[config.mk]
export PLATFORM = sky130hd
export DESIGN_NAME = psram_async_ctrl
export DESIGN_NICKNAME = d
export VERILOG_FILES = /design/src/rtl/psram_ctrl_pkg.sv /design/src/rtl/psram_init_timer.sv /design/src/rtl/psram_access_fsm.sv /design/src/rtl/psram_lane_path.sv /design/src/rtl/psram_async_ctrl.sv
export SDC_FILE = /design/constraint.sdc
export NUM_CORES = 1
export LEC_CHECK = 0
export BUFFER_PORTS_ARGS = -buffer_cell sky130_fd_sc_hd__buf_2
export CAP_MARGIN = 20
export CORE_AREA = 2 2 84 86
export DETAILED_ROUTE_END_ITERATION = 7
export DIE_AREA = 0 0 86 88
export GPL_TIMING_DRIVEN = 0
export MAX_ROUTING_LAYER = met4
export PLACE_DENSITY = 0.82
export SLEW_MARGIN = 20
export SYNTH_ARGS = -nofsm -noshare
export SYNTH_HDL_FRONTEND = slang
export SYNTH_SLANG_ARGS = --single-unit
[constraint.sdc]
create_clock -name clk -period 3.5 [get_ports clk]
set_input_delay 0.35 -clock clk [delete_from_list [all_inputs] [get_ports clk]]
set_output_delay 0.35 -clock clk [all_outputs]
set_load 0.02 [all_outputs]
[src/rtl/psram_ctrl_pkg.sv]
`timescale 1ns/1ps
package psram_ctrl_pkg;

   typedef enum logic [2:0] {
      ST_INIT    = 3'd0,
      ST_IDLE    = 3'd1,
      ST_READ    = 3'd2,
      ST_WRITE   = 3'd3,
      ST_RECOVER = 3'd4
   } pctl_state_t;

   function automatic int unsigned max3(input int unsigned a, input int unsigned b,
                                        input int unsigned c);
      int unsigned m;
      m = (a > b) ? a : b;
      return (m > c) ? m : c;
   endfunction

   function automatic int unsigned cnt_width(input int unsigned limit);
      return (limit > 1) ? $clog2(limit) : 1;
   endfunction

endpackage

[src/rtl/psram_init_timer.sv]
`timescale 1ns/1ps
module psram_init_timer #(
   parameter int unsigned INIT_CYCLES = 7500
) (
   input  logic clk,
   input  logic rst_n,
   output logic expire
);
   generate
      if (INIT_CYCLES <= 1) begin : g_immediate
         logic seen_q;
         always_ff @(posedge clk or negedge rst_n) begin
            if (!rst_n) seen_q <= 1'b0;
            else        seen_q <= 1'b1;
         end
         assign expire = seen_q | 1'b1;
      end else begin : g_count
         localparam int unsigned CW = $clog2(INIT_CYCLES);
         localparam logic [CW-1:0] LAST = CW'(INIT_CYCLES - 1);
         logic [CW-1:0] cnt_q;
         always_ff @(posedge clk or negedge rst_n) begin
            if (!rst_n)             cnt_q <= '0;
            else if (cnt_q != LAST) cnt_q <= cnt_q + 1'b1;
         end
         assign expire = (cnt_q == LAST);
      end
   endgenerate
endmodule

[src/rtl/psram_access_fsm.sv]
`timescale 1ns/1ps
module psram_access_fsm
   import psram_ctrl_pkg::*;
#(
   parameter int unsigned ACCESS_CYC   = 4,
   parameter int unsigned WR_PULSE_CYC = 3,
   parameter int unsigned RECOVER_CYC  = 2
) (
   input  logic clk,
   input  logic rst_n,
   input  logic init_expire,
   input  logic req_valid,
   input  logic req_write,
   output logic req_ready,
   output logic accept,
   output logic sample,
   output logic lane_on_d,
   output logic running,
   output logic ce_n,
   output logic oe_n,
   output logic we_n,
   output logic dq_oe
);
   localparam int unsigned MAXC = max3(ACCESS_CYC, WR_PULSE_CYC, RECOVER_CYC);
   localparam int unsigned CW   = cnt_width(MAXC);
   localparam logic [CW-1:0] ACC_LAST = CW'(ACCESS_CYC - 1);
   localparam logic [CW-1:0] WR_LAST  = CW'(WR_PULSE_CYC - 1);
   localparam logic [CW-1:0] REC_LAST = CW'(RECOVER_CYC - 1);

   pctl_state_t   st_q, st_d;
   logic [CW-1:0] cnt_q, cnt_d;

   always_comb begin
      st_d   = st_q;
      cnt_d  = cnt_q;
      sample = 1'b0;
      case (st_q)
         ST_INIT: begin
            if (init_expire) st_d = ST_IDLE;
         end
         ST_IDLE: begin
            if (req_valid) begin
               st_d  = req_write ? ST_WRITE : ST_READ;
               cnt_d = '0;
            end
         end
         ST_READ: begin
            if (cnt_q == ACC_LAST) begin
               st_d   = ST_RECOVER;
               cnt_d  = '0;
               sample = 1'b1;
            end else begin
               cnt_d = cnt_q + 1'b1;
            end
         end
         ST_WRITE: begin
            if (cnt_q == WR_LAST) begin
               st_d  = ST_RECOVER;
               cnt_d = '0;
            end else begin
               cnt_d = cnt_q + 1'b1;
            end
         end
         ST_RECOVER: begin
            if (cnt_q == REC_LAST) begin
               st_d  = ST_IDLE;
               cnt_d = '0;
            end else begin
               cnt_d = cnt_q + 1'b1;
            end
         end
         default: st_d = ST_INIT;
      endcase
   end

   assign req_ready = (st_q == ST_IDLE);
   assign accept    = req_ready & req_valid;
   assign running   = (st_q != ST_INIT);
   assign lane_on_d = (st_d == ST_READ) || (st_d == ST_WRITE);

   // Strobes are registered from the next state so the pads see clean edges.
   always_ff @(posedge clk or negedge rst_n) begin
      if (!rst_n) begin
         st_q  <= ST_INIT;
         cnt_q <= '0;
         ce_n  <= 1'b1;
         oe_n  <= 1'b1;
         we_n  <= 1'b1;
         dq_oe <= 1'b0;
      end else begin
         st_q  <= st_d;
         cnt_q <= cnt_d;
         ce_n  <= !lane_on_d;
         oe_n  <= !(st_d == ST_READ);
         we_n  <= !(st_d == ST_WRITE);
         // drive also through the first recovery cycle after a write pulse
         dq_oe <= (st_d == ST_WRITE) || ((st_q == ST_WRITE) && (st_d == ST_RECOVER));
      end
   end
endmodule

[src/rtl/psram_lane_path.sv]
`timescale 1ns/1ps
module psram_lane_path #(
   parameter int unsigned LANES = 2
) (
   input  logic               clk,
   input  logic               rst_n,
   input  logic               accept,
   input  logic [LANES-1:0]   req_be,
   input  logic [LANES*8-1:0] req_wdata,
   input  logic               lane_on_d,
   input  logic               sample,
   input  logic [LANES*8-1:0] mem_dq_in,
   output logic [LANES-1:0]   lane_n,
   output logic [LANES*8-1:0] dq_out,
   output logic               rsp_valid,
   output logic [LANES*8-1:0] rsp_rdata
);
   always_ff @(posedge clk or negedge rst_n) begin
      if (!rst_n) rsp_valid <= 1'b0;
      else        rsp_valid <= sample;
   end

   for (genvar l = 0; l < LANES; l++) begin : g_lane
      logic       be_q, strobe_n_q;
      logic [7:0] wd_q, rd_q;
      logic       be_d;

      assign be_d = accept ? req_be[l] : be_q;

      always_ff @(posedge clk or negedge rst_n) begin
         if (!rst_n) begin
            be_q       <= 1'b0;
            strobe_n_q <= 1'b1;
            wd_q       <= '0;
            rd_q       <= '0;
         end else begin
            be_q       <= be_d;
            strobe_n_q <= !(lane_on_d && be_d);
            if (accept) wd_q <= req_wdata[l*8 +: 8];
            if (sample) rd_q <= be_q ? mem_dq_in[l*8 +: 8] : 8'h00;
         end
      end

      assign lane_n[l]          = strobe_n_q;
      assign dq_out[l*8 +: 8]   = wd_q;
      assign rsp_rdata[l*8 +: 8] = rd_q;
   end
endmodule

[src/rtl/psram_async_ctrl.sv]
`timescale 1ns/1ps
module psram_async_ctrl #(
   parameter int unsigned ADDR_W         = 20,
   parameter int unsigned CLK_MHZ        = 50,
   parameter int unsigned INIT_US        = 150,
   parameter int unsigned ACCESS_CYC     = 4,
   parameter int unsigned WR_PULSE_CYC   = 3,
   parameter int unsigned RECOVER_CYC    = 2,
   parameter int unsigned CE_LOW_MAX_CYC = 8
) (
   input  logic              clk,
   input  logic              rst_n,
   input  logic              req_valid,
   output logic              req_ready,
   input  logic              req_write,
   input  logic [ADDR_W-1:0] req_addr,
   input  logic [15:0]       req_wdata,
   input  logic [1:0]        req_be,
   output logic              rsp_valid,
   output logic [15:0]       rsp_rdata,
   output logic              init_done,
   output logic [ADDR_W-1:0] mem_addr,
   output logic              mem_ce_n,
   output logic              mem_oe_n,
   output logic              mem_we_n,
   output logic              mem_lb_n,
   output logic              mem_ub_n,
   output logic [15:0]       mem_dq_out,
   output logic              mem_dq_oe,
   input  logic [15:0]       mem_dq_in
);
   localparam int unsigned DATA_W      = 16;
   localparam int unsigned LANES       = DATA_W / 8;
   localparam int unsigned INIT_CYCLES = CLK_MHZ * INIT_US;

   if (ADDR_W < 1 || ADDR_W > 32) begin : g_bad_addr
      $error("ADDR_W out of range");
   end
   if (ACCESS_CYC < 1 || WR_PULSE_CYC < 1) begin : g_bad_pulse
      $error("access and write pulse need at least one cycle");
   end
   if (RECOVER_CYC < 2) begin : g_bad_recover
      $error("RECOVER_CYC must be at least 2 for bus turnaround");
   end
   if (ACCESS_CYC > CE_LOW_MAX_CYC || WR_PULSE_CYC > CE_LOW_MAX_CYC) begin : g_bad_cem
      $error("an access would hold chip enable low too long");
   end
   if (INIT_CYCLES < 1) begin : g_bad_init
      $error("initialization interval must be nonzero");
   end

   logic             init_expire, accept, sample, lane_on_d;
   logic [LANES-1:0] lane_n;
   logic [ADDR_W-1:0] addr_q;

   psram_init_timer #(.INIT_CYCLES(INIT_CYCLES)) u_init (
      .clk    (clk),
      .rst_n  (rst_n),
      .expire (init_expire)
   );

   psram_access_fsm #(
      .ACCESS_CYC   (ACCESS_CYC),
      .WR_PULSE_CYC (WR_PULSE_CYC),
      .RECOVER_CYC  (RECOVER_CYC)
   ) u_fsm (
      .clk         (clk),
      .rst_n       (rst_n),
      .init_expire (init_expire),
      .req_valid   (req_valid),
      .req_write   (req_write),
      .req_ready   (req_ready),
      .accept      (accept),
      .sample      (sample),
      .lane_on_d   (lane_on_d),
      .running     (init_done),
      .ce_n        (mem_ce_n),
      .oe_n        (mem_oe_n),
      .we_n        (mem_we_n),
      .dq_oe       (mem_dq_oe)
   );

   psram_lane_path #(.LANES(LANES)) u_lanes (
      .clk       (clk),
      .rst_n     (rst_n),
      .accept    (accept),
      .req_be    (req_be),
      .req_wdata (req_wdata),
      .lane_on_d (lane_on_d),
      .sample    (sample),
      .mem_dq_in (mem_dq_in),
      .lane_n    (lane_n),
      .dq_out    (mem_dq_out),
      .rsp_valid (rsp_valid),
      .rsp_rdata (rsp_rdata)
   );

   always_ff @(posedge clk or negedge rst_n) begin
      if (!rst_n)      addr_q <= '0;
      else if (accept) addr_q <= req_addr;
   end

   assign mem_addr = addr_q;
   assign mem_lb_n = lane_n[0];
   assign mem_ub_n = lane_n[1];
endmodule

# After elaboration in Yosys (flattened, before gate mapping)

Cells that the tools add are included.

Add/subtract/negate cells: 2
Eq/ne operators: 13
Reduce and logical (&&, ||, !) cells: 14
Mux-type cells: 18
Bitwise gates (word level): 1

Operators by type and width:

| kind                    | count |
|---|---|
| $mux W8                 | 2 |
| $mux W3                 | 5 |
| $pmux W3 S5             | 1 |
| $add A13 B1 Y13 const B | 1 |
| $eq A13 B13 Y1 const B  | 1 |
| $ne A13 B13 Y1 const B  | 1 |
| $eq A3 B2 Y1 const B    | 4 |
| $mux W2                 | 4 |
| $pmux W2 S4             | 1 |
| $eq A3 B3 Y1 const B    | 2 |
| $logic_not A1 Y1        | 5 |
| $mux W1                 | 5 |
| $eq A2 B2 Y1 const B    | 2 |
| $reduce_bool A4 Y1      | 1 |
| $eq A3 B1 Y1 const B    | 1 |
| $logic_and A1 B1 Y1     | 3 |
| $logic_not A3 Y1        | 1 |
| $reduce_bool A3 Y1      | 1 |
| $add A2 B1 Y2 const B   | 1 |
| $eq A2 B1 Y1 const B    | 1 |
| $logic_or A1 B1 Y1      | 2 |
| $ne A2 B2 Y1 const B    | 1 |
| $reduce_and A2 Y1       | 1 |
| $and A1 B1 Y1           | 1 |

Output and inout port bits: 61
Bits in registers: 79
Word-level logic and storage cells: 65
Input port bits: 58

# Logic depth before layout (Yosys ltp)

Depth after elaboration: 7
Depth in mapped cells: 7
Depth with buffers taken out: 7

# Modules after synthesis

A second synthesis with hierarchy kept.

Cells, all modules: 266
Area, all modules: 3,499.6 sq um

Modules (own cells, without submodules):

| module           | area each (sq um) | cells each | sequential area each (sq um) | times used |
|---|---|---|---|---|
| psram_lane_path  | 1,463.9           | 114        | 928.4                        | 1 |
| psram_async_ctrl | 823.3             | 42         | 500.5                        | 1 |
| psram_init_timer | 606.8             | 52         | 325.3                        | 1 |
| psram_access_fsm | 605.6             | 58         | 229.0                        | 1 |

# Worst setup path before layout

Ideal clock, no wire load.

Kind: register -> register
Start: register u_fsm.st_q[2]
End: register addr_q[0] (netlist: mem_addr[0])
Setup time: 125 ps
Data arrival time: 1,328 ps
Data required time: 3,375 ps
Buffers on the path: 3
Slack: 2,047 ps
Period minus slack after synthesis: 1,453 ps
Stages on the path, launching flop included: 7
Cell sequence: dfrtp_1 -> buf_6 -> nand2b_4 -> nor2_4 -> buf_6 -> buf_8 -> mux2_4

Word-level cells in the longest chain between the ends: 2

RTL lines:

| item                   | line                    | source |
|---|---|---|
| start, declared        | psram_access_fsm.sv:30  | `pctl_state_t st_q, st_d;` |
| start signal, assigned | psram_access_fsm.sv:91  | `st_q <= st_d;` |
| $eq A3 B1 Y1           | psram_access_fsm.sv:76  | `assign req_ready = (st_q == ST_IDLE);` |
| $and A1 B1 Y1          | psram_access_fsm.sv:77  | `assign accept = req_ready & req_valid;` |
| end signal, assigned   | psram_async_ctrl.sv:100 | `else if (accept) addr_q <= req_addr;` |
| end, declared          | psram_async_ctrl.sv:54  | `logic [ADDR_W-1:0] addr_q;` |

No other way between the ends.
A chain may end at the register's enable or synchronous reset.

# Worst setup path in the final report

Start: register u_fsm.st_q[2]
End: output init_done

Word-level cells in the longest chain between the ends: 1

RTL lines:

| item               | line                   | source |
|---|---|---|
| $reduce_bool A3 Y1 | psram_access_fsm.sv:78 | `assign running = (st_q != ST_INIT);` |
| end, declared      | psram_async_ctrl.sv:21 | `output logic init_done,` |

No other way between the ends.

==> results.txt <==
----------------------------------------------------
[Clocking]
  Clock buffer count from CTS ... 9
  Clock Pin Slew Worst Setup and Hold Paths ... 0.08 ns
  Number of buffers added to fix hold violations after cts ... 1
  Clock sink count ... just under 80
  Buffers inserted during post-CTS setup optimization ... 0
  Clock insertion delay at the later pin of the skew report ... ~0.36 ns
  Number of cells upsized or downsized after cts ... 0
  Number of H-tree levels ... 3
  Root buf cell ... sky130_fd_sc_hd__clkbuf_8
  Clock tree from TritonCTS ... done
  Number of buffers on the longest clock path ... 2

[Global routing]
  Vias in the first global route ... approximately 2300
  Total global routing overflow ... 0
  Global-route wire length before repair ... around 11000 um
  Initial antenna violation count ... 0
  Total global-route track usage ... between 10% and 20%
  Maximum number of pins on one net before global-route repair ... ~50

[Synthesis]
  Warnings from Yosys ... 0
  Share of synthesized cell area in full adder, half adder and majority cells ... ~2.6%
  Sequential share of the synthesized area ... about three fifths
  Synth cell types ... 40
  Fraction of synthesized area in multiplexers ... about 16%
  Mapped Cells ... ~260
  Synthesized net count ... between 300 and 400
  Mean instance size in the synthesized netlist ... approximately 13 um^2
  Total of flip-flops plus latches after synthesis ... between 70 and 80
  Main combinational cell family by area after synthesis ... multiplexers
  Synthesized-area fraction occupied by and/or/nand/nor cells ... around 11%
  Mapped cell area ... approximately 0.0034 mm^2
  Share of the synthesized area in compound gates (AO/OA/AOI/OAI) ... roughly 5.2%
  Post-synthesis xor/xnor area fraction ... about 2.6%

[Placed design]
  Half-perimeter wire length of the detailed placement result ... 5280 um
  Port Buffer Count ... ~120
  Weighted congestion reported at the end of routability-driven placement ... 0.833

[Timing]
  Fin Clk Skew ... between 0.007 and 0.008 ns
  Setup TNS after final layout ... 0 ns
  Unrepaired setup endpoints after global routing ... no
  Max-slew headroom at the worst pin ... between 60% and 70%
  Final setup vio count ... 0
  Crit path time final ... roughly 1.8 ns
  Total count of max-transition violations in the final report ... 0
  Maximum frequency from static timing analysis ... about 560 MHz
  Number of hold violations in the final report ... 0
  Transition time of the tightest slew-check pin ... 0.458 ns
  Period Utilization, post-route ... a little over 50%

[Routing]
  First-pass iteration count of the detailed router ... 4
  Mean number of vias per cell ... about 5.0
  Average wire per standard cell ... roughly 15 um
  Routed Wire Length ... approximately 7200 um
  Remaining antenna violation count after routing ... 0
  Via count of the routed design ... around 2400
  Number of violations reported at the end of detailed-routing iteration 0 ... between 100 and 150
  Residual DRC count ... 0

[Floorplanning]
  Y dimension of the die ... 88 um
  Starting density of the core ... between 50% and 60%
  Core area ... ~0.0066 mm^2
  Die area ... around 0.0076 mm^2
  Site row count ... 30
  Width of the chip ... 86 um
  Io pins ... about 120

[Final layout]
  Syn-to-layout area delta ... 27.4%
  Share of post-route cells with drive strength above 1 ... 49.6%
  Most used cells in the layout excluding fill and tap cells ... sky130_fd_sc_hd__buf_2, sky130_fd_sc_hd__dfrtp_1, sky130_fd_sc_hd__nand2_1
  Post-layout net count ... around 460
  Antenna cells ... 0
  Most common cell after layout, fill and taps aside ... sky130_fd_sc_hd__buf_2

[Power and ir drop]
  Clk pwr share ... approximately 17%
  Power Internal ... roughly 2.4 mW
  NetSw ... about 1.5 mW
  Leakage power of the design ... 2.15 nW
  Proportion of power drawn by flip-flops and latches ... a little under two fifths
  Worst voltage drop across the vdd grid ... roughly 0.53 mV
  Proportion of total power due to net switching ... between 30% and 40%
  Power Total ... around 4 mW
  Gate power share ... 45.0%
  Power density over cell area ... 907 mW/mm^2

[Setup path]
  Worst endpoint required time ... between 3 and 4 ns
  Worst EP arrival ... around 1.4 ns
  Worst setup path category ... register to output port
  Maximum fanout along the worst path ... 10
  Setup crit end kind ... output port
  Kind of start point of the critical path ... register

[Run]
  Number of max-capacitance violations reported ... 0

[Hold path]
  Path type of the worst min-delay path ... input port to register

[Status]
  Result of the run ... complete, no violations

----------------------------------------------------
==> registers in the layout, indices dropped and copies added, names as in the netlist <==
signal	flops
u_fsm.st_q	3
u_lanes.g_lane.rd_q	16
u_lanes.rsp_valid	1
u_init.g_count.cnt_q	13
u_fsm.oe_n	1
mem_addr	20
u_fsm.dq_oe	1
u_fsm.we_n	1
u_lanes.g_lane.strobe_n_q	2
u_lanes.g_lane.be_q	2
u_lanes.g_lane.wd_q	16
u_fsm.ce_n	1
u_fsm.cnt_q	2
==> final timing paths <==
kind	from	end	slack, ns	cells past startpoint
worst max-delay path	u_fsm.st_q[2]	init_done	1.72	3
worst min-delay path	req_wdata[1]	u_lanes.g_lane[0].wd_q[1]	0.22	2
worst min register to register	u_lanes.g_lane[1].rd_q[0]	u_lanes.g_lane[1].rd_q[0]	0.48	2
worst max register to register	u_fsm.cnt_q[0]	u_lanes.g_lane[0].rd_q[7]	1.82	5
min in group asynchronous	rst_n	mem_addr[7]	0.48	2
max in group asynchronous	rst_n	u_fsm.we_n	2.39	3
==> layer usage <==
layer  up-vias  routed length, um  GRT usage [%]
met2        91               3600           32.1
met4         0                 84           6.49
met3         9                482           5.94
met5         -                  0              -
met1      1148               3030           24.0
li1       1150                  -              -
==> critical path, cell delays in order (launching register included) <==
cell and delay (ns):
sky130_fd_sc_hd__dfrtp_1 0.38, sky130_fd_sc_hd__buf_6 0.14, sky130_fd_sc_hd__or3_4 0.39, sky130_fd_sc_hd__buf_2 0.17
==> power by group through the flow <==
| stage | sequential (mW) | combinational (mW) | clock (mW) |
|---|---|---|---|
| after floorplan | 1.89 | 0.784 | 0 |
| after global placement | 1.47 | 1.71 | 0 |
| after detailed placement | 1.49 | 1.77 | 0 |
| after CTS | 1.48 | 1.78 | 0.688 |
| after global routing | 1.52 | 1.89 | 0.727 |
| final | 1.48 | 1.76 | 0.679 |
==> area by class of cell <==
class / instances / area, um^2
plain buffers: 12 / 96.3
clock buffers: 11 / 141
clock inverters: 5 / 57.6
fillers: 488 / 2320
inverters: 7 / 26.3
multi-input cells: 163 / 1290
flip-flops and latches: 79 / 1980
well taps: 80 / 100
repair buffers: 120 / 631
==> synth_stat cells (all sizes together) <==
master  count  area share, %
o311ai      1           0.26
o21ai      17            2.5
a21boi      1           0.22
nor2        6           0.88
o22a        1           0.26
and4        2           0.52
clkbuf      1           0.11
nor4b       1           0.44
and4bb      1           0.37
nand2      46            5.1
mux2       40             15
a21oi       2           0.29
dfrtp      74             55
xnor2       6            1.5
o22ai       1           0.18
o211ai      2           0.44
nand4       2           0.37
mux2i       2           0.59
xor2        4            1.0
a211o       2           0.52
nand2b      5            1.6
nand3       8            1.3
buf        11            2.7
dfstp       5            3.9
o211a       1           0.29
and3        1           0.18
o32ai       1           0.26
nor2b       2           0.37
or3         1           0.33
ha          7            2.6
inv         7           0.77
==> stage by stage <==
step / hold slack, ns / utilization [%] / instance area [um^2] / instances / setup slack (ns)
2_1_floorplan: 0.0544 / - / 3390 / 261 / 2.05
3_3_place_gp: 0.459 / 61.5 / 4080 / 459 / 1.61
3_5_place_dp: 0.318 / 61.9 / 4110 / 460 / 1.84
4_1_cts: 0.208 / 65.1 / 4320 / 477 / 1.71
5_1_grt: 0.206 / 65.1 / 4320 / 477 / 1.68
6_report: 0.217 / 65.1 / 4320 / 477 / 1.72
==> kinds of logic (layout without fill, tap and decap cells) <==
group                      after synthesis  in the layout
muxes                                   42             42
adders and majority gates                7              7
and+or+nand+nor                         75             75
xor gates and xnor gates                10             10
buffers and inverters                   19            155
DFF                                     79             79
AOI/OAI and AO/OA                       29             29
Power figures use the tool's default switching activity.
